$ cat src/rtl/spline_pkg.sv
package spline_pkg;
  // Register stages from the mu strobe to y_out:
  // branch, three Horner stages, reciprocal product, round/saturate.
  localparam int LATENCY = 6;

  // Reciprocal of six in 2^rs fixed point, rounded upward.
  function automatic longint sixth_recip(input int rs);
    return ((longint'(1) <<< rs) + 5) / 6;
  endfunction
endpackage

$ cat src/rtl/spline_window.sv
module spline_window #(
  parameter int CW = 16
) (
  input  logic                 clk,
  input  logic                 rst,
  input  logic                 shift_en,
  input  logic [CW-1:0]        din,
  output logic [3:0][CW-1:0]   win
);
  // win[0] is the oldest entry, win[3] the newest.
  always_ff @(posedge clk) begin
    if (rst) begin
      win <= '0;
    end else if (shift_en) begin
      win <= {din, win[3:1]};
    end
  end
endmodule

$ cat src/rtl/spline_branch.sv
module spline_branch #(
  parameter int CW  = 16,
  parameter int MUW = 8,
  parameter int BW  = CW + 4
) (
  input  logic                 clk,
  input  logic                 rst,
  input  logic                 en,
  input  logic [3:0][CW-1:0]   win,
  input  logic [MUW-1:0]       mu,
  output logic [3:0][BW-1:0]   bq,
  output logic [MUW-1:0]       mu_q,
  output logic                 vld_q
);
  logic signed [BW-1:0] cm1, c0, c1, c2;
  logic signed [BW-1:0] dif_out, bend, skew;
  logic signed [BW-1:0] br0, br1, br2, br3;

  always_comb begin
    cm1 = BW'($signed(win[0]));
    c0  = BW'($signed(win[1]));
    c1  = BW'($signed(win[2]));
    c2  = BW'($signed(win[3]));
    dif_out = c1 - cm1;
    bend    = cm1 + c1 - (c0 <<< 1);
    skew    = c0 - c1;
    br0 = cm1 + (c0 <<< 2) + c1;
    br1 = (dif_out <<< 1) + dif_out;
    br2 = (bend <<< 1) + bend;
    br3 = c2 - cm1 + (skew <<< 1) + skew;
  end

  always_ff @(posedge clk) begin
    if (rst) begin
      vld_q <= 1'b0;
      bq    <= '0;
      mu_q  <= '0;
    end else begin
      vld_q <= en;
      if (en) begin
        bq   <= {br3, br2, br1, br0};
        mu_q <= mu;
      end
    end
  end
endmodule

$ cat src/rtl/spline_horner_stage.sv
module spline_horner_stage #(
  parameter int MUW   = 8,
  parameter int BW    = 20,
  parameter int ACC_W = 46,
  parameter int SHIFT = 8,
  parameter int SEL   = 2
) (
  input  logic                 clk,
  input  logic                 rst,
  input  logic                 vld_in,
  input  logic [ACC_W-1:0]     acc_in,
  input  logic [3:0][BW-1:0]   b_in,
  input  logic [MUW-1:0]       mu_in,
  output logic                 vld_out,
  output logic [ACC_W-1:0]     acc_out,
  output logic [3:0][BW-1:0]   b_out,
  output logic [MUW-1:0]       mu_out
);
  logic signed [ACC_W-1:0] mu_ext, b_ext, acc_s, nxt;

  always_comb begin
    mu_ext = ACC_W'($signed({1'b0, mu_in}));
    b_ext  = ACC_W'($signed(b_in[SEL]));
    acc_s  = $signed(acc_in);
    nxt    = acc_s * mu_ext + (b_ext <<< SHIFT);
  end

  always_ff @(posedge clk) begin
    if (rst) begin
      vld_out <= 1'b0;
      acc_out <= '0;
      b_out   <= '0;
      mu_out  <= '0;
    end else begin
      vld_out <= vld_in;
      if (vld_in) begin
        acc_out <= nxt;
        b_out   <= b_in;
        mu_out  <= mu_in;
      end
    end
  end
endmodule

$ cat src/rtl/spline_scale.sv
module spline_scale #(
  parameter int CW    = 16,
  parameter int ACC_W = 46,
  parameter int FRAC  = 24,
  parameter int RS    = 20,
  parameter int PW    = ACC_W + RS + 2
) (
  input  logic              clk,
  input  logic              rst,
  input  logic              vld_in,
  input  logic [ACC_W-1:0]  acc_in,
  output logic              y_valid,
  output logic [CW-1:0]     y_out
);
  localparam int SH = FRAC + RS;
  localparam logic signed [PW-1:0] RECIP = PW'(spline_pkg::sixth_recip(RS));
  localparam logic signed [PW-1:0] HALF  = PW'(1) <<< (SH - 1);
  localparam logic signed [PW-1:0] YMAX  = PW'((longint'(1) <<< (CW - 1)) - 1);
  localparam logic signed [PW-1:0] YMIN  = -(PW'(longint'(1) <<< (CW - 1)));

  logic signed [PW-1:0] prod_q, rounded;
  logic                 pvld_q;
  logic signed [CW-1:0] y_nxt;

  always_ff @(posedge clk) begin
    if (rst) begin
      pvld_q <= 1'b0;
      prod_q <= '0;
    end else begin
      pvld_q <= vld_in;
      if (vld_in) prod_q <= PW'($signed(acc_in)) * RECIP;
    end
  end

  always_comb begin
    rounded = (prod_q + HALF) >>> SH;
    if (rounded > YMAX)      y_nxt = YMAX[CW-1:0];
    else if (rounded < YMIN) y_nxt = YMIN[CW-1:0];
    else                     y_nxt = rounded[CW-1:0];
  end

  always_ff @(posedge clk) begin
    if (rst) begin
      y_valid <= 1'b0;
      y_out   <= '0;
    end else begin
      y_valid <= pvld_q;
      if (pvld_q) y_out <= y_nxt;
    end
  end
endmodule

$ cat src/rtl/spline_farrow_recon.sv
module spline_farrow_recon #(
  parameter int CW  = 16,
  parameter int MUW = 8,
  parameter int RS  = 20
) (
  input  logic            clk,
  input  logic            rst,
  input  logic            coef_valid,
  input  logic [CW-1:0]   coef_in,
  input  logic            mu_valid,
  input  logic [MUW-1:0]  mu_in,
  output logic            y_valid,
  output logic [CW-1:0]   y_out
);
  localparam int BW     = CW + 4;
  localparam int NSTAGE = 3;
  localparam int FRAC   = NSTAGE * MUW;
  localparam int ACC_W  = BW + FRAC + 2;

  logic [3:0][CW-1:0] win;
  logic [3:0][BW-1:0] b_q;
  logic [MUW-1:0]     mu_b;
  logic               vld_b;

  logic [NSTAGE:0]            h_vld;
  logic [ACC_W-1:0]           h_acc [NSTAGE+1];
  logic [3:0][BW-1:0]         h_b   [NSTAGE+1];
  logic [MUW-1:0]             h_mu  [NSTAGE+1];

  spline_window #(.CW(CW)) win_i (
    .clk(clk), .rst(rst), .shift_en(coef_valid), .din(coef_in), .win(win)
  );

  spline_branch #(.CW(CW), .MUW(MUW), .BW(BW)) br_i (
    .clk(clk), .rst(rst), .en(mu_valid), .win(win), .mu(mu_in),
    .bq(b_q), .mu_q(mu_b), .vld_q(vld_b)
  );

  // Horner chain starts from the cubic branch.
  assign h_vld[0] = vld_b;
  assign h_acc[0] = ACC_W'($signed(b_q[3]));
  assign h_b[0]   = b_q;
  assign h_mu[0]  = mu_b;

  for (genvar k = 0; k < NSTAGE; k++) begin : g_horner
    spline_horner_stage #(
      .MUW(MUW), .BW(BW), .ACC_W(ACC_W),
      .SHIFT(MUW * (k + 1)), .SEL(NSTAGE - 1 - k)
    ) st_i (
      .clk(clk), .rst(rst),
      .vld_in(h_vld[k]), .acc_in(h_acc[k]), .b_in(h_b[k]), .mu_in(h_mu[k]),
      .vld_out(h_vld[k+1]), .acc_out(h_acc[k+1]), .b_out(h_b[k+1]),
      .mu_out(h_mu[k+1])
    );
  end

  spline_scale #(.CW(CW), .ACC_W(ACC_W), .FRAC(FRAC), .RS(RS)) sc_i (
    .clk(clk), .rst(rst), .vld_in(h_vld[NSTAGE]), .acc_in(h_acc[NSTAGE]),
    .y_valid(y_valid), .y_out(y_out)
  );
endmodule

$ cat config.mk
export PLATFORM = sky130hd
export DESIGN_NAME = spline_farrow_recon
export DESIGN_NICKNAME = d
export VERILOG_FILES = /design/src/rtl/spline_pkg.sv /design/src/rtl/spline_window.sv /design/src/rtl/spline_branch.sv /design/src/rtl/spline_horner_stage.sv /design/src/rtl/spline_scale.sv /design/src/rtl/spline_farrow_recon.sv
export SDC_FILE = /design/constraint.sdc
export NUM_CORES = 2
export LEC_CHECK = 0
export BUFFER_PORTS_ARGS = -buffer_cell sky130_fd_sc_hd__clkbuf_2
export CAP_MARGIN = 20
export CORE_MARGIN = 2
export CORE_UTILIZATION = 50
export CTS_CLUSTER_DIAMETER = 100
export DETAILED_ROUTE_END_ITERATION = 8
export PLACE_DENSITY = 0.66
export SYNTH_ARGS = -nofsm -noshare
export SYNTH_HDL_FRONTEND = slang
export SYNTH_SLANG_ARGS = --single-unit
$ cat constraint.sdc
create_clock -name clk -period 8.2 [get_ports clk]
set_input_delay 0.41 -clock clk [delete_from_list [all_inputs] [get_ports clk]]
set_output_delay 0.41 -clock clk [all_outputs]
set_load 0.01 [all_outputs]
* Word-level counts from Yosys, hierarchy flattened
Index checks and enable logic that the tools add are counted.
** Storage, ports and cells
- Flip-flop bits (word level) :: 456
- Input port bits :: 28
- Output and inout port bits :: 17
- Word-level logic and storage cells :: 48
** Cells by class
- Add/subtract/negate cells :: 15
- Multiply operators :: 4
- Order comparisons :: 2
- Multiplexer cells :: 2
** Operators by type and width (count)
- 46-bit by 9-bit multiplier with 46-bit output :: 2
- 20-bit adder :: 4
- 68-bit by 45-bit adder with 68-bit output, second input constant :: 1
- 46-bit by 19-bit multiplier with 65-bit output, second input constant :: 1
- 16-bit by 16-bit subtractor with 17-bit output :: 3
- 46-bit by 36-bit adder with 46-bit output :: 1
- 46-bit by 44-bit adder with 46-bit output :: 1
- 16-bit 2-to-1 mux :: 2
- 29-bit by 28-bit adder with 30-bit output :: 1
- 20-bit by 9-bit multiplier with 29-bit output :: 1
- 24-bit by 16-bit > comparator with 1-bit output, second input constant :: 1
- 24-bit by 16-bit < comparator with 1-bit output, second input constant :: 1
- 19-bit by 16-bit adder with 20-bit output :: 1
- 16-bit by 18-bit adder with 19-bit output :: 1
- 17-bit by 17-bit subtractor with 18-bit output :: 1
- 16-bit by 16-bit adder with 17-bit output :: 1

* Depth between registers and ports, before layout
- Depth after elaboration :: 4
- Mapped depth :: 24
- Mapped depth without buffers :: 24

* Hierarchy
A second synthesis with hierarchy kept.
** Unflattened totals
- Cells, all modules :: 8443
- Area total of the unflattened synthesis :: 77259.1 sq um
** By module, submodules not included
- spline_scale :: times used 1, cells each 1786, area an instance 16853.7 sq um, seq. area each 800.8 sq um
- spline_horner_stage at g_horner[0].st_i :: times used 1, cells each 1739, area an instance 16035.4 sq um, seq. area each 2702.6 sq um
- spline_horner_stage at g_horner[2].st_i :: times used 1, cells each 1739, area an instance 16012.9 sq um, seq. area each 2702.6 sq um
- spline_horner_stage at g_horner[1].st_i :: times used 1, cells each 1740, area an instance 15926.5 sq um, seq. area each 2702.6 sq um
- spline_branch :: times used 1, cells each 1233, area an instance 10139.7 sq um, seq. area each 1721.7 sq um
- spline_window :: times used 1, cells each 206, area an instance 2290.9 sq um, seq. area each 1281.2 sq um

* Worst setup path after synthesis
Ideal clock, no wire load.
- Path kind :: flip-flop to flip-flop
- Start :: register g_horner[2].st_i.acc_out[45]
- End :: register sc_i.prod_q[60]
- Setup time :: 0.106 ns
- Arrival time :: 5.895 ns
- Data required time :: 8.094 ns
- Setup slack :: 2.199 ns
- Stages on the path, launching flop included :: 19
- Path buffers :: 2
- Clock period less this slack :: 6.001 ns
- Cell sequence :: dfxtp_1 > clkbuf_1 > inv_1 > fa_1 > fa_1 > inv_1 > fa_1 > fa_1 > inv_1 > fa_1 > inv_1 > ha_1 > clkbuf_1 > nand4_1 > or3_1 > o211ai_1 > nand2_1 > or4b_2 > o311ai_0
** Between the ends
- Word-level cells in the longest chain between the ends :: 1
** RTL lines
- start, declared :: RTL line spline_horner_stage.sv:15 : output logic [ACC_W-1:0] acc_out,
- start signal, assigned :: RTL line spline_horner_stage.sv:37 : acc_out <= nxt;
- 46-bit by 19-bit multiplier with 65-bit output :: RTL line spline_scale.sv:31 : if (vld_in) prod_q <= PW'($signed(acc_in)) * RECIP;
- end signal, assigned :: RTL line spline_scale.sv:31
- end, declared :: RTL line spline_scale.sv:21 : logic signed [PW-1:0] prod_q, rounded;
No other way between the ends.
A chain may end at the register's enable or synchronous reset.

* Worst setup path after layout
- Start :: register g_horner[0].st_i.mu_out[2]
- End :: register g_horner[1].st_i.acc_out[42]
** Between the ends
- Word-level cells in the longest chain between the ends :: 2
** RTL lines
- start, declared :: RTL line spline_horner_stage.sv:17 : output logic [MUW-1:0] mu_out
- start signal, assigned :: RTL line spline_horner_stage.sv:39 : mu_out <= mu_in;
- 46-bit by 9-bit multiplier with 46-bit output :: RTL line spline_horner_stage.sv:25 : nxt = acc_s * mu_ext + (b_ext <<< SHIFT);
- 46-bit by 36-bit adder with 46-bit output :: RTL line spline_horner_stage.sv:25
- end signal, assigned :: RTL line spline_horner_stage.sv:37
- end, declared :: RTL line spline_horner_stage.sv:15
No other way between the ends.

==> run metrics <==
status=complete, no violations; fin crit share=80.6%; starting density of the core=50.3%; GRT Total Usage=23.9%; drc violations=0; PwrDens=119 nW/um2; Die Y=354 um; Core Area=122000 um2; Slew Viols, Final=0; CTS tree=built; CP startpoint kind=register; GR Overflow Total=0; Clock Pin Slew Worst Setup and Hold Paths=0.07 ns; Worst EP arrival=7.17 ns; footprint of the multi-input gates=47800 um2; met1 wire length=65000 um; final wirelength=146000 um; DR top layer=met4; Vias/cell=5.34; type of the most critical hold path=input pin to register; Met2 Routed Length=71200 um; final number of setup-violating endpoints=0; crit-path max FO=22; WS Path Type=register to register; register area=7800 um2; CP Data Required Time=8.76 ns; CTS Buf Count=48; Synth Warn #=0; Final #Nets=8328; largest net degree at the start of global routing=179; Cell Area, Synth=61200 um2; Leakage=0.0342 uW; Crit. End Element=register; Post-DP HPWL=121000 um; vias in the first global route=45500; Synth cell types=82; async set-or-reset flop fraction in the synthesized netlist=0%; WL met3=5740 um; Post-DRT Antenna Nets=0; register area share after synthesis=12.7%; slew margin rel.=24.5%; Die X=354 um; post-CTS setup buffers=0; final hold slack=0.0641 ns; RD Place Congestion=0.913; wire per inst=17.8 um; endpoints failing hold=0; Port Buffers=44; peak supply drop=245 uV; die footprint=125000 um2; Syn Inst Count=6646; Avg Cell Area, Syn=9.21 um2; antenna violations before repair=2; drt first pass iters=5; n_diodes=0; first-pass GRT wire length=242000 um; worst slew pin tran=1.13 ns; clk_lat worst skew=0.64 ns; # rows=128; depth of the CTS H-tree=2; number of enable flip-flop cells after synthesis=0; MaxCap Viol Count=0; ys flop type=dfxtp_1; RSZ-0062 raised after global routing=no; Fillers=11300; Root Buffer Master=clkbuf_16; Post-Syn Nets=8401; Peak Freq=0.151 GHz; DRT iter0 DRCs=2303; Final Skew=0.0362 ns; Via Count=44000; synthesis-stage register bit count=389; Layout area overhead=5.92%; setup TNS=0 ns; Min Clock Period, post-route=6.61 ns; IO Pins=45; layout cells sized above 1=3.06%; Num Clock Sinks=389; clk buf depth=3
==> kinds of logic after synthesis <==
kind of cell	after synthesis	share of synthesized area, %
XOR/XNOR	243	3.48
AO/OA/AOI/OAI	720	7.93
buffers and inverters	1511	9.26
adder cells (fa/ha/maj)	1727	48.1
multiplexers	285	4.66
AND/OR/NAND/NOR	1771	13.9
flip-flops	389	12.7
==> synthesized netlist by cell type, drive strengths merged, types with 9 or more instances <==
cell type,n,area (um2)
xor2,67,587
dfxtp,389,7790
o21ai,101,513
or2,13,81.3
o22ai,9,56.3
nand3,63,315
and4,9,78.8
and3,39,244
a31oi,25,163
and2,434,2720
a211oi,50,393
or3,19,119
nor2,499,1870
nor3,78,390
nor2b,41,257
clkbuf,188,706
inv,1287,4830
o311ai,10,87.6
a41oi,10,95.1
a21o,110,826
mux2i,283,2830
a211o,11,96.3
a21oi,214,1070
buf,34,129
nand2,488,1830
nand4,33,206
o21bai,27,203
fa,1042,20900
ha,685,8570
nand2b,21,131
xnor2,176,1540
o31ai,11,82.6
a21boi,14,105
o211ai,18,135
o21a,28,210
==> routing by layer <==
metal  GRT usage [%]  up-vias
li1                -    20800
met1            32.5    22100
met2            40.5      859
met3            2.38      209
met4            6.73        0
met5               0        -
==> report_power, final <==
group,switching (uW),internal (uW)
Sequential,294,2030
Clock,952,1330
Combinational,1790,1290
==> layout make-up <==
type / count / area share [%]
Multi-Input combinational cell: 4746 / 73.7
Sequential cell: 389 / 12.0
Inverter: 1289 / 7.46
Tap cell: 1625 / 3.13
Clock buffer: 56 / 1.99
Timing Repair Buffer: 99 / 1.14
Clock inverter: 31 / 0.584
==> final timing paths <==
| check | depth (start not counted) | start | slack, ns | to |
|---|---|---|---|---|
| setup / recovery | 21 | g_horner[0].st_i.mu_out[2] | 1.59 | g_horner[1].st_i.acc_out[42] |
| hold / removal | 3 | coef_valid | 0.06 | win_i.win[48] |
| setup reg to reg | 21 | g_horner[0].st_i.mu_out[2] | 1.59 | g_horner[1].st_i.acc_out[42] |
| hold reg to reg | 2 | sc_i.y_out[8] | 0.49 | sc_i.y_out[8] |
==> worst max-delay path, stage by stage (launching register included) <==
cell,delay [ns]
dfxtp_1,0.92
buf_4,0.33
nand2_1,0.09
fa_1,0.48
inv_1,0.05
fa_1,0.48
fa_1,0.51
fa_1,0.51
inv_1,0.05
fa_1,0.48
inv_1,0.04
ha_1,0.35
nand2_1,0.15
nor2_1,0.07
and2_1,0.18
and3_1,0.20
a221oi_1,0.41
nand2_1,0.24
a31oi_1,0.33
o21ai_1,0.16
a311o_1,0.39
nor2_1,0.10
==> registers in the layout (all words and copies together), names as in the netlist <==
| signal | flops |
|---|---|
| br_i.bq | 77 |
| br_i.mu_q | 8 |
| br_i.vld_q | 1 |
| g_horner.st_i.acc_out | 122 |
| g_horner.st_i.b_out | 58 |
| g_horner.st_i.mu_out | 16 |
| g_horner.st_i.vld_out | 3 |
| sc_i.prod_q | 22 |
| sc_i.pvld_q | 1 |
| sc_i.y_out | 16 |
| sc_i.y_valid | 1 |
| win_i.win | 64 |
==> layout by cell type, fill, tap and decap left out, types with 63 or more instances in the layout <==
master	Yosys	final
a21oi_1	213	213
nor3_1	78	78
xnor2_1	176	176
xor2_1	67	67
nand3_1	63	63
nor2_1	499	499
mux2i_1	283	283
inv_1	1287	1287
nand2_1	488	488
dfxtp_1	389	383
and2_1	434	434
a21o_1	110	110
ha_1	685	685
fa_1	1042	1042
o21ai_0	95	95
==> stage by stage <==
step,total power (uW),cells,utilization (%),instance area (um2),setup WS [ns]
final,7690,8235,53.3,64900,1.59
after detailed placement,5440,8121,51.7,62900,1.52
after global routing,8240,8235,53.3,64900,1.30
after floorplan,4560,6646,-,61200,2.20
after CTS,7760,8232,53.3,64800,1.43
after global placement,5370,8121,51.7,62900,1.55
==> what timing repair did <==
action / CTS / global route
endpoints found under the hold margin: 24 / 0
resized for setup: 0 / 0
hold buffers: 24 / 0
No activity file was read; power rests on OpenSTA's default activity.
